File: src/rtl/tdm_rx_pkg.sv
package tdm_rx_pkg;

  // Edge-type selection handed to the edge finder
  typedef struct packed {
    logic fs_fall;   // pulse sampled on falling edge
    logic up_fall;   // outputs updated on falling edge
    logic fs_inv;    // pulse active low
  } edge_sel_t;

endpackage

File: src/rtl/tdm_rx_edge.sv
module tdm_rx_edge
  import tdm_rx_pkg::*;
#(
  parameter int SYNC_STAGES = 2
) (
  input  logic      clk,
  input  logic      rst_n,
  input  logic      ser_clk_i,
  input  logic      ser_fp_i,
  input  edge_sel_t sel,
  output logic      fs_ev,
  output logic      up_ev,
  output logic      fp_act
);

  logic [SYNC_STAGES-1:0] ck_q, ck_d, fp_q, fp_d;
  logic                   ck_prev_q, ck_prev_d;
  logic                   ck_now, rise, fall;

  generate
    if (SYNC_STAGES > 1) begin : g_chain
      always_comb begin
        ck_d = {ck_q[SYNC_STAGES-2:0], ser_clk_i};
        fp_d = {fp_q[SYNC_STAGES-2:0], ser_fp_i};
      end
    end else begin : g_single
      always_comb begin
        ck_d = ser_clk_i;
        fp_d = ser_fp_i;
      end
    end
  endgenerate

  assign ck_now    = ck_q[SYNC_STAGES-1];
  assign ck_prev_d = ck_now;
  assign rise      = ck_now & ~ck_prev_q;
  assign fall      = ~ck_now & ck_prev_q;
  assign fs_ev     = sel.fs_fall ? fall : rise;
  assign up_ev     = sel.up_fall ? fall : rise;
  assign fp_act    = fp_q[SYNC_STAGES-1] ^ sel.fs_inv;

  always_ff @(posedge clk or negedge rst_n) begin
    if (!rst_n) begin
      ck_q      <= '0;
      fp_q      <= '0;
      ck_prev_q <= 1'b0;
    end else begin
      ck_q      <= ck_d;
      fp_q      <= fp_d;
      ck_prev_q <= ck_prev_d;
    end
  end

endmodule

File: src/rtl/tdm_rx_timing.sv
module tdm_rx_timing #(
  parameter int TS_W = 5,
  parameter int BW   = 3
) (
  input  logic              clk,
  input  logic              rst_n,
  input  logic              fs_ev,
  input  logic              up_ev,
  input  logic              fp_act,
  input  logic              dbl_rate,
  input  logic              upd_second,
  input  logic [TS_W-1:0]   ts_ofs,
  input  logic [BW-1:0]     bit_ofs,
  input  logic              err_clr,
  output logic [TS_W+BW-1:0] cur_pos,
  output logic              shift_en,
  output logic              fp_hit,
  output logic              err_flag
);

  localparam int CNT_W = TS_W + BW;

  logic [CNT_W-1:0] pos_q, pos_d, load_pos;
  logic             half_q, half_d, half_e;
  logic             fp_prev_q, fp_prev_d;
  logic             armed_q, armed_d;
  logic             err_q, err_d;
  logic             bad_pulse;

  // Position output at the pulse so that position 0 comes ofs bits later
  assign load_pos = -{ts_ofs, bit_ofs};

  always_comb begin
    fp_hit    = fs_ev & fp_act & ~fp_prev_q;
    cur_pos   = fp_hit ? load_pos : pos_q;
    half_e    = fp_hit ? 1'b0 : half_q;
    shift_en  = up_ev & (~dbl_rate | (half_e == upd_second));
    pos_d     = shift_en ? cur_pos + 1'b1 : cur_pos;
    half_d    = up_ev ? ~half_e : half_e;
    fp_prev_d = fs_ev ? fp_act : fp_prev_q;
    bad_pulse = fp_hit & armed_q & (pos_q != load_pos);
    armed_d   = armed_q | fp_hit;
    if (bad_pulse)    err_d = 1'b1;
    else if (err_clr) err_d = 1'b0;
    else              err_d = err_q;
  end

  assign err_flag = err_q;

  always_ff @(posedge clk or negedge rst_n) begin
    if (!rst_n) begin
      pos_q     <= '0;
      half_q    <= 1'b0;
      fp_prev_q <= 1'b0;
      armed_q   <= 1'b0;
      err_q     <= 1'b0;
    end else begin
      pos_q     <= pos_d;
      half_q    <= half_d;
      fp_prev_q <= fp_prev_d;
      armed_q   <= armed_d;
      err_q     <= err_d;
    end
  end

endmodule

File: src/rtl/tdm_rx_shift.sv
module tdm_rx_shift #(
  parameter int BITS_PER_TS = 8,
  parameter int SIG_W       = 4
) (
  input  logic                           clk,
  input  logic                           rst_n,
  input  logic                           shift_en,
  input  logic [$clog2(BITS_PER_TS)-1:0] bit_pos,
  input  logic [BITS_PER_TS-1:0]         ts_byte,
  input  logic [SIG_W-1:0]               ts_sig,
  output logic                           ser_dat,
  output logic                           ser_sig
);

  localparam int BW = $clog2(BITS_PER_TS);
  localparam int SW = (SIG_W > 1) ? $clog2(SIG_W) : 1;

  logic [BW-1:0] ridx;
  logic          dat_bit, sig_bit;
  logic          dat_q, dat_d, sig_q, sig_d;

  always_comb begin
    ridx    = BW'(BITS_PER_TS - 1) - bit_pos;
    dat_bit = ts_byte[ridx];
    sig_bit = (32'(ridx) < SIG_W) ? ts_sig[ridx[SW-1:0]] : 1'b0;
    dat_d   = shift_en ? dat_bit : dat_q;
    sig_d   = shift_en ? sig_bit : sig_q;
  end

  assign ser_dat = dat_q;
  assign ser_sig = sig_q;

  always_ff @(posedge clk or negedge rst_n) begin
    if (!rst_n) begin
      dat_q <= 1'b0;
      sig_q <= 1'b0;
    end else begin
      dat_q <= dat_d;
      sig_q <= sig_d;
    end
  end

endmodule

File: src/rtl/tdm_rx_port.sv
module tdm_rx_port
  import tdm_rx_pkg::*;
#(
  parameter int TS_PER_FRAME = 32,
  parameter int BITS_PER_TS  = 8,
  parameter int SIG_W        = 4,
  parameter int SYNC_STAGES  = 2
) (
  input  logic                            clk,
  input  logic                            rst_n,
  input  logic                            ser_clk_i,
  input  logic                            ser_fp_i,
  input  logic                            cfg_fp_fall,
  input  logic                            cfg_dat_fall,
  input  logic                            cfg_dbl_rate,
  input  logic                            cfg_upd_second,
  input  logic                            cfg_fp_inv,
  input  logic [$clog2(TS_PER_FRAME)-1:0] cfg_ts_ofs,
  input  logic [$clog2(BITS_PER_TS)-1:0]  cfg_bit_ofs,
  input  logic                            cfg_hiz,
  input  logic                            cfg_err_ie,
  input  logic                            err_clr,
  output logic [$clog2(TS_PER_FRAME)-1:0] ts_idx,
  input  logic [BITS_PER_TS-1:0]          ts_byte,
  input  logic [SIG_W-1:0]                ts_sig,
  output logic                            ser_dat,
  output logic                            ser_sig,
  output logic                            ser_oe,
  output logic                            err_flag,
  output logic                            irq
);

  localparam int TS_W  = $clog2(TS_PER_FRAME);
  localparam int BW    = $clog2(BITS_PER_TS);
  localparam int CNT_W = TS_W + BW;

  edge_sel_t        esel;
  logic             fs_ev, up_ev, fp_act;
  logic             fp_hit, shift_en;
  logic [CNT_W-1:0] cur_pos;

  assign esel = '{fs_fall: cfg_fp_fall, up_fall: cfg_dat_fall, fs_inv: cfg_fp_inv};

  tdm_rx_edge #(.SYNC_STAGES(SYNC_STAGES)) u_edge (
    .clk(clk), .rst_n(rst_n), .ser_clk_i(ser_clk_i), .ser_fp_i(ser_fp_i),
    .sel(esel), .fs_ev(fs_ev), .up_ev(up_ev), .fp_act(fp_act)
  );

  tdm_rx_timing #(.TS_W(TS_W), .BW(BW)) u_tim (
    .clk(clk), .rst_n(rst_n), .fs_ev(fs_ev), .up_ev(up_ev), .fp_act(fp_act),
    .dbl_rate(cfg_dbl_rate), .upd_second(cfg_upd_second),
    .ts_ofs(cfg_ts_ofs), .bit_ofs(cfg_bit_ofs), .err_clr(err_clr),
    .cur_pos(cur_pos), .shift_en(shift_en), .fp_hit(fp_hit), .err_flag(err_flag)
  );

  assign ts_idx = cur_pos[CNT_W-1:BW];

  tdm_rx_shift #(.BITS_PER_TS(BITS_PER_TS), .SIG_W(SIG_W)) u_shift (
    .clk(clk), .rst_n(rst_n), .shift_en(shift_en), .bit_pos(cur_pos[BW-1:0]),
    .ts_byte(ts_byte), .ts_sig(ts_sig), .ser_dat(ser_dat), .ser_sig(ser_sig)
  );

  assign ser_oe = ~cfg_hiz;
  assign irq    = err_flag & cfg_err_ie;

endmodule

File: config.mk
export PLATFORM = sky130hd
export DESIGN_NAME = tdm_rx_port
export DESIGN_NICKNAME = d
export VERILOG_FILES = /design/src/rtl/tdm_rx_pkg.sv /design/src/rtl/tdm_rx_edge.sv /design/src/rtl/tdm_rx_timing.sv /design/src/rtl/tdm_rx_shift.sv /design/src/rtl/tdm_rx_port.sv
export SDC_FILE = /design/constraint.sdc
export NUM_CORES = 1
export LEC_CHECK = 0
export CELL_PAD_IN_SITES_DETAIL_PLACEMENT = 1
export CELL_PAD_IN_SITES_GLOBAL_PLACEMENT = 1
export CORE_ASPECT_RATIO = 1.5
export CORE_MARGIN = 4
export CORE_UTILIZATION = 37
export DETAILED_ROUTE_END_ITERATION = 7
export PLACE_DENSITY_LB_ADDON = 0.1
export SETUP_SLACK_MARGIN = 0.02
export SLEW_MARGIN = 20
export SYNTH_ARGS = -nofsm -noshare
export SYNTH_HDL_FRONTEND = slang
export SYNTH_HIERARCHICAL = 1
export SYNTH_SLANG_ARGS = --single-unit
File: constraint.sdc
create_clock -name clk -period 4.3 [get_ports clk]
set_input_delay 0.86 -clock clk [delete_from_list [all_inputs] [get_ports clk]]
set_output_delay 0.86 -clock clk [all_outputs]
set_load 0.02 [all_outputs]
---- Yosys cells after proc, flatten, opt, wreduce, memory -nomap -nowiden ----
Cells that the tools add are included.
operators by class
  magnitude comparators ................... 3
  bitwise operators ....................... 17
  muxes and demuxes ....................... 13
  reduce and logical (&&, ||, !) cells .... 1
  $add $sub $neg .......................... 3
  equality and inequality tests ........... 2
operators by type and width
  operator             count
  $mux 8               2
  $mux 1               9
  $add 8x1->8 const B  1
  $and 1x1->1          8
  $ne 8x8->1           1
  $neg 8->8            1
  $not 1->1            6
  $lt 3x4->1 const B   1
  $bmux 1 s3           1
  $lt 2x3->1 const B   1
  $lt 3x3->1 const B   1
  $sub 3x3->3 const A  1
  $bmux 1 s2           1
  $or 1x1->1           2
  $reduce_bool 2->1    1
  $eq 1x1->1           1
  $xor 1x1->1          1
word-level totals
  register bits after elaboration ......... 19
  input port bits ......................... 32
  output and inout bits ................... 10
  logic and storage cells ................. 49

---- Longest topological paths before layout ----
  depth after elaboration ................. 10
  mapped depth ............................ 9
  gate-level depth less buffers ........... 9

---- Modules after synthesis ----
Netlist, hierarchy kept.
by module, submodules not included
  module         area each (um2)  sequential area each (um2)  cells each  times used
  tdm_rx_timing  1083.5           300.3                       120         1
  tdm_rx_shift   170.2            50.0                        14          1
  tdm_rx_edge    165.2            125.1                       11          1
  tdm_rx_port    10.0             0.0                         2           1

---- Least setup slack after synthesis ----
Ideal clock, no wire load.
  path type ............................... input-to-output
  start point ............................. input port cfg_bit_ofs[0]
  end point ............................... output port ts_idx[1]
  data arrival time ....................... 2.593 ns
  buffers on the path ..................... 2
  stages .................................. 7
  required time ........................... 3.440 ns
  setup slack ............................. 0.847 ns
  cell sequence ........................... buf_2 -> inv_1 -> ha_1 -> or3b_1 -> clkbuf_1 -> xnor2_1 -> o21ai_0
between the ends
  cells in the longest elaborated chain, start to end .. 2
ends and longest elaborated chain
  element             line                 text
  start: declaration  tdm_rx_port.sv:19    input logic [$clog2(BITS_PER_TS)-1:0] cfg_bit_ofs,
  $neg 8->8           tdm_rx_timing.sv:31  assign load_pos = -{ts_ofs, bit_ofs};
  $mux 8              tdm_rx_timing.sv:35  cur_pos = fp_hit ? load_pos : pos_q;
  end: declaration    tdm_rx_port.sv:23    output logic [$clog2(TS_PER_FRAME)-1:0] ts_idx,
No other way between the ends.

---- Final worst setup path ----
  start point ............................. input port cfg_bit_ofs[2]
  end point ............................... output port ts_idx[3]
The elaborated chain is that of the path after synthesis.

==> flow_metrics.env <==
export IMPL_ys_types=54
export IMPL_p_leak_uw=0.0007992
export IMPL_p_clk_share_pct=14.4
export IMPL_die_h_um=84.11
export IMPL_ys_top_cells_by_area="dfrtp_1 33%, xnor2_1 7.4%, xor2_1 4.3%"
export IMPL_critPathCapture="ts_idx[3]"
export IMPL_maxSlewViolCount=0
export IMPL_cts_buffers_inserted=3
export IMPL_yosysMostFrequentCell="dfrtp_1"
export IMPL_crit_buf_inv=2
export IMPL_crit_chain="clkdlybuf4s50_1 > or4_4 > o21a_1 > o31ai_2 > clkdlybuf4s50_1"
export IMPL_cpMostUsedCell="clkdlybuf4s50_1"
export IMPL_cts_tree="done"
export IMPL_clkSinkCount=19
export IMPL_worstPathArrival_ns=3.27
export IMPL_rsz0062_at_grt="false"
export IMPL_max_slew_margin_rel_pct=42.46
export IMPL_synth_seq_area_share_pct=33.27
export IMPL_synth_edff_count=0
export IMPL_r2r_slack_ns=1.45
export IMPL_cts_root_buf="clkbuf_8"
export IMPL_comb_power_share_pct=53.2
export IMPL_hpwlAfterDp_um=3413
export IMPL_peakVddDrop_mv=0.2710
export IMPL_setup_violations=0
export IMPL_skew_ns=0.001739
export IMPL_die_area_mm2=0.004941
export IMPL_timing_rr_start="u_edge/ck_prev_q$_DFF_PN0_"
export IMPL_status="complete, no violations"
export IMPL_syn_to_final_growth_pct=36.95
export IMPL_ys_flop_type="dfrtp_1"
export IMPL_period_share_pct=96.00
export IMPL_holdCritPathClass="reg -> reg"
export IMPL_crit_path_top_delay_cell="clkdlybuf4s50_1"
export IMPL_cp_start_kind="primary input"
export IMPL_vias=1305
export IMPL_drive_above_1_share_pct=10.42
export IMPL_synth_seq_cells=19
export IMPL_netlist_area_leader_share_pct=33.27
export IMPL_end_kind="output port"
export IMPL_crit_family="buffers and inverters"
export IMPL_swShare_pct=39.49
export IMPL_gp_congestion=0.9310
export IMPL_drt_first_pass_iters=3
export IMPL_seq_area_um2=475.5
export IMPL_antenna_found_initial=0
export IMPL_synth_area_mm2=0.001429
export IMPL_viasPerCell=5.553
export IMPL_post_synth_cell_area_avg_um2=9.720
export IMPL_hold_viol=0
export IMPL_io_buffers=41
export IMPL_wl_per_cell_um=17.69
export IMPL_max_slew_worst_pin_slew_ns=0.8604
export IMPL_cts_resized=0
export IMPL_ios=42
export IMPL_max_stage_delay_ns=0.69
export IMPL_critPathLaunch="cfg_bit_ofs[2]"
export IMPL_num_antenna_cells=0
export IMPL_placed_area_mm2=0.001911
export IMPL_clk_latency_ns=0.26
export IMPL_multi_input_area_um2=877.1
export IMPL_grt_max_degree=20
export IMPL_syn_inst=147
export IMPL_start_util_pct=38.45
export IMPL_internal_power_uw=527.9
export IMPL_reg2regPathDepth=8
export IMPL_h_tree_depth=1
export IMPL_critPathRequiredTime_ns=3.44
export IMPL_wl_um=4158
export IMPL_seq_power_share_pct=32.4
export IMPL_overflow=0
export IMPL_critPathMaxFanout=8
export IMPL_powerDensity_mw_per_mm2=445.8
export IMPL_clock_path_buffers=2
export IMPL_grt_first_pass_wirelength_um=7086
export IMPL_fin_crit_ns=4.128
export IMPL_cts_hold_buf=0
export IMPL_netlist_top_cells_count="19 x dfrtp_1, 14 x nand2_1, 12 x xnor2_1"
export IMPL_critPathKind="in -> out"
export IMPL_cp_depth=5
export IMPL_ant_nets=0
export IMPL_async_reset_ff_share_pct=100.0
export IMPL_drc=0
export IMPL_fill_cells=440
export IMPL_switchingPower_uw=344.5
export IMPL_rows=27
export IMPL_rr_endpoint="u_shift/ser_dat$_DFFE_PN0P_"
export IMPL_fin_setup_tns_ns=0
export IMPL_post_cts_buffers=0
export IMPL_nets=227
export IMPL_fin_area_mm2=0.001957
export IMPL_die_x_um=58.74
export IMPL_fmax_ghz=0.2422
export IMPL_grt_pass1_vias=1493
export IMPL_drt_iter0_drc=30
export IMPL_yosysTopAreaCell="dfrtp_1"
export IMPL_clk_pin_slew_ns=0.07
export IMPL_syn_num_nets=181
export IMPL_yosysWarnings=6
export IMPL_track_usage_pct=18.44
export IMPL_max_cap_violations=0
export IMPL_coreArea_mm2=0.003716
-- cells in the final DEF, fill, tap and decap left out, types with 2 or more instances in the layout --
| cell | Yosys | routed |
|---|---|---|
| nor3_1 | 4 | 4 |
| a211oi_1 | 2 | 2 |
| nand2b_1 | 3 | 3 |
| nor2_1 | 5 | 5 |
| nand3b_1 | 3 | 3 |
| nor4b_1 | 2 | 2 |
| buf_4 | 0 | 7 |
| mux2i_1 | 3 | 3 |
| nand3_1 | 3 | 3 |
| dfrtp_1 | 19 | 19 |
| o21ai_1 | 4 | 4 |
| o21ai_0 | 6 | 6 |
| clkdlybuf4s50_1 | 0 | 41 |
| nand2_1 | 14 | 14 |
| inv_1 | 11 | 11 |
| o2bb2ai_1 | 2 | 2 |
| o211ai_1 | 2 | 2 |
| clkbuf_8 | 0 | 3 |
| xor2_1 | 7 | 7 |
| nor2b_1 | 3 | 3 |
| ha_1 | 2 | 2 |
| xnor2_1 | 12 | 12 |
| o2111ai_1 | 2 | 2 |
| mux2_2 | 2 | 2 |
-- state kept, by name, indices dropped and copies added (netlist names) --
name              count
u_edge/fp_q           2
u_tim/pos_q           8
u_tim/err_flag        1
u_tim/half_q          1
u_edge/ck_q           2
u_shift/ser_dat       1
u_tim/armed_q         1
u_edge/ck_prev_q      1
u_shift/ser_sig       1
u_tim/fp_prev_q       1
-- through the flow --
step           hold WS [ns]  util, %  instances  power [uW]  setup slack, ns
2_1_floorplan        0.3312        -        147       564.0           0.8469
3_3_place_gp         0.3348    51.41        231       727.1           0.2464
3_5_place_dp         0.3387    51.41        231       754.2           0.1880
4_1_cts              0.3561    52.66        235       885.0           0.1600
5_1_grt              0.3758    52.66        235       941.3          0.06108
6_report             0.3528    52.66        235       872.3           0.1719
-- power groups by stage --
stage                     clock network [uW]  registers (uW)  logic [uW]
after CTS                                129             282         473
after global routing                     141             291         509
final                                    125             283         464
after floorplan                            0             283         281
after global placement                     0             280         447
after detailed placement                   0             285         469
-- final cells by class --
type / instances / share of cell area, %
multi-input combinational: 110 / 44.82
clock inverter: 1 / 0.2558
tap: 43 / 2.749
sequential: 19 / 24.30
clock buffer: 3 / 2.110
inverter: 11 / 2.110
timing repair buffer: 48 / 23.66
-- kinds of logic after synthesis --
group           count (synthesis)  share of synthesized area, %
fa+ha+maj                       2                         1.751
mux                             8                         7.881
simple gates                   49                         21.46
flops                          19                         33.28
buf+inv                        18                         5.341
compound gates                 31                         17.08
xor+xnor                       20                         13.22
-- metal layers --
layer / global-route usage, % / wire, um / up-vias
li1: - / - / 618
met1: 20.23 / 1504 / 648
met2: 34.00 / 2381 / 35
met3: 3.251 / 220 / 4
met4: 6.392 / 51 / 0
met5: 0 / 0 / -
-- worst min path at each step --
stage / from / to / cells past startpoint
after floorplan: u_edge/ck_q[0]$_DFF_PN0_ / u_edge/ck_q[1]$_DFF_PN0_ / 0
after global placement: u_edge/fp_q[0]$_DFF_PN0_ / u_edge/fp_q[1]$_DFF_PN0_ / 0
after detailed placement: u_edge/fp_q[0]$_DFF_PN0_ / u_edge/fp_q[1]$_DFF_PN0_ / 0
after CTS: u_edge/fp_q[0]$_DFF_PN0_ / u_edge/fp_q[1]$_DFF_PN0_ / 0
after global routing: u_edge/fp_q[0]$_DFF_PN0_ / u_edge/fp_q[1]$_DFF_PN0_ / 0
final: u_edge/fp_q[0]$_DFF_PN0_ / u_edge/fp_q[1]$_DFF_PN0_ / 0
(Power assumes the default switching activity.)
